File: src/rtl/irqmon_pkg.sv
// Package: shared sizes, address map and implemented-bit masks of the
// interrupt event monitor.
package irqmon_pkg;
    localparam int GRP_N  = 5;
    localparam int REG_W  = 8;
    localparam int ADDR_W = 5;
    localparam int LVL_N  = 9;

    localparam logic [ADDR_W-1:0] MON_BASE  = 5'h00;
    localparam logic [ADDR_W-1:0] MASK_BASE = 5'h08;
    localparam logic [ADDR_W-1:0] CLR_BASE  = 5'h10;
    localparam logic [ADDR_W-1:0] CTRL_ADDR = 5'h18;

    // Implemented bits of each group; reserved bits are 0.
    function automatic logic [REG_W-1:0] grp_impl(input int g);
        case (g)
            0:       return 8'h3F;
            1:       return 8'h1F;
            2:       return 8'hFF;
            3:       return 8'h1F;
            4:       return 8'h77;
            default: return 8'h00;
        endcase
    endfunction
endpackage

File: src/rtl/irqmon_edge.sv
// irqmon_edge: registers a vector of status levels once per clock and
// produces one-cycle rise and fall strobes by comparing each level with its
// previous sample. Assumes levels are synchronous to clk. Strobes are held
// off on the first clock after reset so an already-high level is not seen
// as a transition.
module irqmon_edge #(
    parameter int N = 9
) (
    input  logic         clk,
    input  logic         rst_n,
    input  logic [N-1:0] lvl_i,
    output logic [N-1:0] rise_o,
    output logic [N-1:0] fall_o
);
    logic [N-1:0] prev_q;
    logic         armed_q;

    // Keep the previous sample and arm detection after the first clock.
    always_ff @(posedge clk) begin
        if (!rst_n) begin
            prev_q  <= '0;
            armed_q <= 1'b0;
        end else begin
            prev_q  <= lvl_i;
            armed_q <= 1'b1;
        end
    end

    assign rise_o = armed_q ? (lvl_i & ~prev_q) : '0;
    assign fall_o = armed_q ? (~lvl_i & prev_q) : '0;

    AST_EDGE_MATCH: assert property (@(posedge clk) disable iff (!rst_n)
        ((rise_o & ~(lvl_i & ~$past(lvl_i))) == '0) &&
        ((fall_o & ~(~lvl_i & $past(lvl_i))) == '0));
endmodule

File: src/rtl/irqmon_group.sv
// irqmon_group: one monitor register of sticky flags. A flag sets on an
// unmasked event and clears only on a clear-vector bit or reset; a
// same-cycle event wins over a clear. Bits outside IMPL are held at 0.
module irqmon_group #(
    parameter int               W    = 8,
    parameter logic [W-1:0]     IMPL = '1
) (
    input  logic         clk,
    input  logic         rst_n,
    input  logic [W-1:0] evt_i,
    input  logic [W-1:0] mask_i,
    input  logic [W-1:0] clr_i,
    output logic [W-1:0] flags_o
);
    logic [W-1:0] flags_q;

    // Latch unmasked events, drop cleared bits, event has priority.
    always_ff @(posedge clk) begin
        if (!rst_n) begin
            flags_q <= '0;
        end else begin
            flags_q <= ((flags_q & ~clr_i) | (evt_i & ~mask_i)) & IMPL;
        end
    end

    assign flags_o = flags_q;

    AST_FLAG_STICKY: assert property (@(posedge clk) disable iff (!rst_n)
        ((flags_q & ~clr_i) != '0) |=>
        ((flags_q & $past(flags_q & ~clr_i)) == $past(flags_q & ~clr_i)));

    AST_MASK_BLOCKS: assert property (@(posedge clk) disable iff (!rst_n)
        ((evt_i & mask_i & ~flags_q) != '0) |=>
        ((flags_q & $past(evt_i & mask_i & ~flags_q)) == '0));

    AST_EVENT_WINS: assert property (@(posedge clk) disable iff (!rst_n)
        ((evt_i & ~mask_i & clr_i & IMPL) != '0) |=>
        ((flags_q & $past(evt_i & ~mask_i & clr_i & IMPL)) ==
         $past(evt_i & ~mask_i & clr_i & IMPL)));
endmodule

File: src/rtl/irqmon_regs.sv
// irqmon_regs: register decode. Holds the mask registers (reset to
// masked), turns writes to the clear addresses and the clear-all bit into
// clear vectors, and multiplexes read data. Monitor addresses are read-only;
// clear and control addresses read 0.
module irqmon_regs
    import irqmon_pkg::*;
#(
    parameter int G  = GRP_N,
    parameter int W  = REG_W,
    parameter int AW = ADDR_W
) (
    input  logic                  clk,
    input  logic                  rst_n,
    input  logic [AW-1:0]         addr_i,
    input  logic                  wr_en_i,
    input  logic [W-1:0]          wr_data_i,
    input  logic [G-1:0][W-1:0]   flags_i,
    output logic [G-1:0][W-1:0]   mask_o,
    output logic [G-1:0][W-1:0]   clr_o,
    output logic                  clr_all_o,
    output logic [W-1:0]          rd_data_o
);
    logic [G-1:0][W-1:0] mask_q;

    // Mask registers: reset to all implemented bits masked, written whole.
    always_ff @(posedge clk) begin
        if (!rst_n) begin
            for (int g = 0; g < G; g++) mask_q[g] <= grp_impl(g);
        end else begin
            for (int g = 0; g < G; g++) begin
                if (wr_en_i && addr_i == AW'(MASK_BASE) + AW'(g))
                    mask_q[g] <= wr_data_i & grp_impl(g);
            end
        end
    end

    assign mask_o    = mask_q;
    assign clr_all_o = wr_en_i && (addr_i == AW'(CTRL_ADDR)) && wr_data_i[0];

    // Clear vectors: per-group write-one-to-clear, overridden by clear-all.
    always_comb begin
        for (int g = 0; g < G; g++) begin
            clr_o[g] = (wr_en_i && addr_i == AW'(CLR_BASE) + AW'(g)) ? wr_data_i : '0;
            if (clr_all_o) clr_o[g] = '1;
        end
    end

    // Read mux: monitor and mask registers; everything else reads 0.
    always_comb begin
        rd_data_o = '0;
        for (int g = 0; g < G; g++) begin
            if (addr_i == AW'(MON_BASE) + AW'(g))  rd_data_o = flags_i[g];
            if (addr_i == AW'(MASK_BASE) + AW'(g)) rd_data_o = mask_q[g];
        end
    end
endmodule

File: src/rtl/irqmon_top.sv
// irqmon_top: interrupt event monitor. Maps status levels (through the
// transition detector) and event pulses onto five sticky flag groups,
// connects them to the register decode and ORs all flags into irq.
// Assumes every input is synchronous to clk.
module irqmon_top
    import irqmon_pkg::*;
(
    input  logic              clk,
    input  logic              rst_n,
    input  logic [ADDR_W-1:0] addr,
    input  logic              wr_en,
    input  logic [REG_W-1:0]  wr_data,
    output logic [REG_W-1:0]  rd_data,
    input  logic              cal_busy,
    input  logic              out_lock,
    input  logic              sys_lock,
    input  logic              phase_lock,
    input  logic              freq_lock,
    input  logic [3:0]        loop_evt,
    input  logic              slew_lim,
    input  logic              freq_clamp,
    input  logic              hist_upd,
    input  logic [1:0]        ref_fault,
    input  logic [1:0]        ref_valid,
    input  logic [4:0]        misc_evt,
    output logic              irq
);
    logic [LVL_N-1:0]             lvl, rise, fall;
    logic [GRP_N-1:0][REG_W-1:0]  evt, mask, clr, flags;
    logic                         clr_all;
    logic                         pend_any;

    assign lvl = {ref_fault[1], ref_fault[0], freq_clamp, slew_lim,
                  freq_lock, phase_lock, sys_lock, out_lock, cal_busy};

    irqmon_edge #(.N(LVL_N)) i_edge (
        .clk    (clk),
        .rst_n  (rst_n),
        .lvl_i  (lvl),
        .rise_o (rise),
        .fall_o (fall)
    );

    // Event vectors per group: rise on the lower bit of each pair.
    assign evt[0] = {2'b00, fall[2], rise[2], fall[1], rise[1], fall[0], rise[0]};
    assign evt[1] = {3'b000, misc_evt};
    assign evt[2] = {loop_evt, fall[4], rise[4], fall[3], rise[3]};
    assign evt[3] = {3'b000, hist_upd, fall[6], rise[6], fall[5], rise[5]};
    assign evt[4] = {1'b0, ref_valid[1], fall[8], rise[8],
                     1'b0, ref_valid[0], fall[7], rise[7]};

    for (genvar g = 0; g < GRP_N; g++) begin : g_grp
        irqmon_group #(.W(REG_W), .IMPL(grp_impl(g))) i_group (
            .clk     (clk),
            .rst_n   (rst_n),
            .evt_i   (evt[g]),
            .mask_i  (mask[g]),
            .clr_i   (clr[g]),
            .flags_o (flags[g])
        );
    end

    irqmon_regs #(.G(GRP_N), .W(REG_W), .AW(ADDR_W)) i_regs (
        .clk       (clk),
        .rst_n     (rst_n),
        .addr_i    (addr),
        .wr_en_i   (wr_en),
        .wr_data_i (wr_data),
        .flags_i   (flags),
        .mask_o    (mask),
        .clr_o     (clr),
        .clr_all_o (clr_all),
        .rd_data_o (rd_data)
    );

    assign irq      = |flags;
    assign pend_any = |(evt & ~mask);

    AST_CLEAR_ALL_EMPTY: assert property (@(posedge clk) disable iff (!rst_n)
        (clr_all && !pend_any) |=> !irq);
endmodule

File: config.mk
export PLATFORM = sky130hd
export DESIGN_NAME = irqmon_top
export DESIGN_NICKNAME = d
export VERILOG_FILES = /design/src/rtl/irqmon_pkg.sv /design/src/rtl/irqmon_edge.sv /design/src/rtl/irqmon_group.sv /design/src/rtl/irqmon_regs.sv /design/src/rtl/irqmon_top.sv
export SDC_FILE = /design/constraint.sdc
export NUM_CORES = 1
export LEC_CHECK = 0
export CAP_MARGIN = 20
export CORE_MARGIN = 2
export CORE_UTILIZATION = 49
export DETAILED_ROUTE_END_ITERATION = 7
export HOLD_SLACK_MARGIN = 0.02
export PLACE_DENSITY = 0.76
export SETUP_SLACK_MARGIN = 0.3
export SLEW_MARGIN = 25
export SYNTH_ARGS = -nofsm -noshare
export SYNTH_HDL_FRONTEND = slang
export SYNTH_SLANG_ARGS = --single-unit
File: constraint.sdc
create_clock -name clk -period 1.34 [get_ports clk]
set_clock_uncertainty 0.15 [all_clocks]
set_input_delay 0.134 -clock clk [delete_from_list [all_inputs] [get_ports clk]]
set_output_delay 0.134 -clock clk [all_outputs]
set_load 0.005 [all_outputs]
Word-level counts from Yosys, hierarchy flattened
Cells that the tools add are included.

cells by class
  equality and inequality tests = 15
  muxes and demuxes = 33
  bitwise operators = 34
  reductions and logical operators = 14

operator list
  cell                                                                   count
  8-bit 2-to-1 mux                                                       21
  8-bit bitwise AND                                                      7
  40-bit OR reduction                                                    1
  5-bit equality test, second input constant                             6
  5-bit by 4-bit equality test with 1-bit output, second input constant  5
  5-bit bitwise AND                                                      4
  5-bit 2-to-1 mux                                                       4
  5-bit NOT                                                              4
  9-bit bitwise AND                                                      2
  6-bit 2-to-1 mux                                                       3
  9-bit 2-to-1 mux                                                       2
  9-bit NOT                                                              2
  8-bit NOT                                                              2
  7-bit bitwise AND                                                      2
  7-bit 2-to-1 mux                                                       2
  7-bit NOT                                                              2
  6-bit bitwise AND                                                      2
  1-bit logical AND                                                      12
  6-bit NOT                                                              2
  5-bit by 2-bit equality test with 1-bit output, second input constant  2
  5-bit OR                                                               2
  8-bit OR                                                               1
  7-bit OR                                                               1
  6-bit OR                                                               1
  other kinds (4)                                                        4

word-level totals
  register bits = 80
  input port bits = 37
  word-level logic and storage cells = 108

Longest topological paths before layout
  depth in word-level cells = 11
  mapped depth = 7

Hierarchy
A second synthesis with hierarchy kept.

unflattened totals
  cells, all modules = 510
  area, all modules = 4,623.2 um^2

by module, submodules not included
  module                               times used  cells each  area an instance (um^2)  seq. area each (um^2)
  irqmon_regs                          1           323         2,553.7                  600.6
  irqmon_group (g_grp[0].i_group ...)  2           27          326.6                    120.1
  irqmon_group (g_grp[1].i_group ...)  2           24          282.8                    100.1
  irqmon_edge                          1           38          435.4                    200.2
  irqmon_group (g_grp[2].i_group)      1           32          320.3                    160.2
  irqmon_top                           1           15          95.1                     0.0

Worst setup path before layout
No wires, ideal clock.

  path type = input -> register
  from = in addr[3]
  to = reg g_grp[4].i_group.flags_q[4]
  arrival = 1,066 ps
  required time = 1,057 ps
  setup slack = -9 ps
  cell stages on the path = 5
  path through = buf_6 > nand2b_4 > or4_4 > o21ai_1 > o22ai_1

between the ends
  word-level cells in the longest chain between the ends = 7
  elaborated cells between the ends (all ways) = 10
  classes of those cells = eq/ne: 2; mux: 2; bitwise: 3; reduce/logical: 3

ends and longest elaborated chain
  element                                                line                                  RTL
  start, declared                                        irqmon_top.sv:10                      input logic [ADDR_W-1:0] addr,
  5-bit equality test, on equally long branches          irqmon_regs.sv:43, irqmon_regs.sv:38
  1-bit logical AND, on equally long branches            irqmon_regs.sv:43, irqmon_regs.sv:38
  7-bit 2-to-1 mux or 1-bit logical AND (tied branches)  irqmon_regs.sv:43, irqmon_regs.sv:38
  7-bit 2-to-1 mux (*)                                   irqmon_regs.sv:44                     if (clr_all_o) clr_o[g] = '1;
  7-bit NOT (*)                                          irqmon_group.sv:22                    flags_q <= ((flags_q & ~clr_i) | (evt_i & ~mask_i)) & IMPL;
  7-bit bitwise AND (*)                                  irqmon_group.sv:22
  7-bit OR (*)                                           irqmon_group.sv:22
  end signal, assigned                                   irqmon_group.sv:22
  end, declared                                          irqmon_group.sv:15                    logic [W-1:0] flags_q;

Mark *: on every way between the ends. The rest lies on a longest branch, timed or not.
A chain may end at the register's enable or synchronous reset.

Worst setup path after layout
  from = reg g_grp[3].i_group.flags_q[3]
  to = out irq

between the ends
  word-level cells in the longest chain between the ends = 1

ends and longest elaborated chain
  element                 line                RTL
  start, declared         irqmon_group.sv:15
  start signal, assigned  irqmon_group.sv:22
  40-bit OR reduction     irqmon_top.sv:76    assign irq = |flags;
  end, declared           irqmon_top.sv:26    output logic irq

No other way between the ends.

==> run summary <==
Status = finished, violations left
Failing checks = negative setup slack
Final Max Tran Viols = 0
Fillers = 265
Post-synthesis cell type count = 42
Placed insts = 562
Clock tree buffer depth = 2
Fmax = 0.4753 GHz
Die width = 85.51 um
FFs w/ async S/R, synth = 0%
Drt first pass iters = 6
Diodes inserted = 0
Gr usage total = 38.38%
Flop2flop setup slack = -70 ps
Clock transition at path regs = 80 ps
Post-route DRC = 0
Area delta synth->final = 72.25%
Die area = 7312 sq um
Final Cycle Share = 157.0%
Post-synth EDFFs = 0
Arrival time at the worst endpoint = 1820 ps
Post-route non-filler standard cell count = 612
RSZ-0062 raised after global routing = yes
Final hold violation count = 0
Gr ovfl total = 0
DP HPWL = 7.365 mm
# port buffers = 45
Final setup viols = 17
Share of cells above drive strength 1 = 47.29%
Drt total wl = 17.46 mm
Peak supply drop = 0.001257 V
Hold Crit Class = in2reg
Setup WS post-layout = -763.9 ps
Power density over the cells = 935.1 nW/um^2
Num Clock Sinks = 70
Reg-to-reg endpoint = g_grp[4].i_group.flags_o[1]
Synthesized area per cell = 8.659 sq um
Flops & latches, synth = 70
Sequential cell area = 1431 sq um
CTS buffer count = 9
CTS tree = built
Via count = 4,368
Starting Density = 50.98%
Total of max-cap violations = 0
Post-Syn Area = 3256 sq um
Synth Flop Type = dfxtp_1
Synth Warn # = 0
Per-cell routed wire length = 28.52 um
CP endpoint kind = primary output
Number of global-route vias before repair = 4,071
Pre-CTS setup slack = -952.4 ps
Core Region = 6386 sq um
Leakage power = 2.314 nW
Routability cong. = 0.9256
Worst reg2reg path depth = 5
Worst slew margin = 64.65%
H-Tree Depth = 3
Synth Instances = 376
Crit path to = irq
Largest net degree at the start of global routing = 24
Ports = 46
Initial antenna violation count = 0
Clk_lat worst skew = 360 ps
Area of the multi-input gates = 2246 sq um
Sequential-to-total area share from yosys stat = 43.04%
Root Buffer = clkbuf_8
Vias per inst = 7.137
Worst r2r src = i_edge.armed_q
Die Y = 85.51 um
Crit path launch type = flop
DR iter-0 viols = 544
Crit path launch = g_grp[3].i_group.flags_o[3]
Critical setup path kind = reg2out
Synthesized net count = 413
Critical Path Fanout Max = 2
Post-DRT Antenna Nets = 0
Fin crit period = 2104 ps
First-pass GRT wire length = 21.37 mm
Worst-Margin Slew = 529.7 ps
# rows = 29
Fin nets = 567
Critical Path RT = 1060 ps
-- through the flow --
stage	total power, mW	hold slack, ps	cell area, sq um	setup TNS [ps]	util [%]
detailed placement	2.795	197.2	4403	-45340	68.95
CTS	5.001	43.47	5243	-2883	82.09
global placement	2.786	191.9	4403	-43100	68.95
finish	5.244	57.76	5608	-4198	87.81
global route	5.319	71.90	5608	-4604	87.81
floorplan	2.459	11.72	3316	-12.58	-
-- report_power, final --
part	internal, mW	switching, mW	leakage [nW]	total, mW
clock	1.29	0.900	0.120	2.19
sequential	2.11	0.0289	0.573	2.13
combinational	0.444	0.474	1.62	0.918
total	3.84	1.40	2.31	5.24
-- Yosys cell counts, types with 2 or more instances --
cell type  number  area, sq um
nor2_1         14        52.55
o32ai_1         4        35.03
a31o_1          9        78.83
mux2_2          2        22.52
a21oi_1         6        30.03
o22ai_1        22        137.6
mux2i_1        20        200.2
and4bb_1        2        25.02
buf_4           6        45.04
nand3_1         2        10.01
o21ai_0        15        75.07
nand2b_1        4        25.02
o211ai_1       30        225.2
inv_1           8        30.03
buf_6           2        22.52
dfxtp_1        70         1401
nor3_1          8        40.04
nand2_1        77        289.0
o21a_1          2        15.01
nor4_1          7        43.79
clkbuf_1        8        30.03
and2_1         11        68.82
buf_2           4        20.02
o21ai_1        20        100.1
nor4b_1         5        43.79
nor2b_1         2        12.51
-- cells by family (layout without fill, tap and decap cells) --
group,after synthesis,count (layout),share of synthesized area [%]
DFF,70,70,43.04
buffers and inverters,28,183,4.535
muxes,22,22,6.841
AOI/OAI and AO/OA,112,112,22.44
and+or+nand+nor,144,148,23.14
-- cell type report --
cell class,count,area share (%)
multi-input cells,282,40.05
repair buffers,159,27.76
flip-flops and latches,70,25.52
clock buffers,11,2.521
clock inverters,5,1.896
well taps,77,1.718
inverters,8,0.5355
-- worst min-delay path by stage --
stage / from / end / cells after the start
after floorplan: rst_n / i_edge.armed_q / 0
after global placement: rst_n / i_edge.armed_q / 1
after detailed placement: rst_n / i_edge.armed_q / 1
after CTS: rst_n / i_regs.mask_o[5] / 3
after global routing: rst_n / i_regs.mask_o[5] / 3
final: rst_n / i_regs.mask_o[5] / 3
-- critical path, cell delays in order (launching register included) --
cell	delay, ps
dfxtp_2	330
or4_4	550
nor3_2	230
nand4_1	180
buf_2	170
-- sequential cells by signal, indices dropped and copies added, names as in the netlist --
signal                 count
i_edge.prev_q              9
i_edge.armed_q             1
i_regs.mask_o             30
g_grp.i_group.flags_o     30
-- layer usage --
| layer | GRT usage, % | part of all wire [%] | vias up |
|---|---|---|---|
| li1 | - | - | 1695 |
| met1 | 44.34 | 34 | 2030 |
| met2 | 62.64 | 43 | 464 |
| met3 | 9.336 | 13 | 179 |
| met4 | 26.41 | 9.8 | 0 |
| met5 | 0 | 0 | - |
-- timing repair --
item / CTS / global route
buffers inserted: 18 / 8
cloned: 5 / 2
pin swaps: 40 / 25
hold endpoints to repair: 4 / 0
endpoints found under the setup margin: 69 / 69
gates resized for setup: 169 / 67
hold buffers: 1 / 0
-- placed cells by master, fill, tap and decap left out, types with 7 or more instances in the layout --
| master | n |
|---|---|
| o211ai_1 | 30 |
| nand2_1 | 47 |
| dfxtp_1 | 52 |
| clkbuf_8 | 10 |
| o21ai_0 | 9 |
| buf_2 | 10 |
| o21ai_2 | 7 |
| buf_12 | 12 |
| inv_1 | 7 |
| o21ai_1 | 19 |
| nand2_4 | 7 |
| nand2_2 | 21 |
| clkdlybuf4s50_1 | 28 |
| and2_1 | 9 |
| dfxtp_2 | 15 |
| buf_4 | 75 |
| a31o_1 | 9 |
| nor2_1 | 12 |
| buf_6 | 25 |
| mux2i_1 | 13 |
| o22ai_1 | 17 |
No activity file was read; power rests on OpenSTA's default activity.
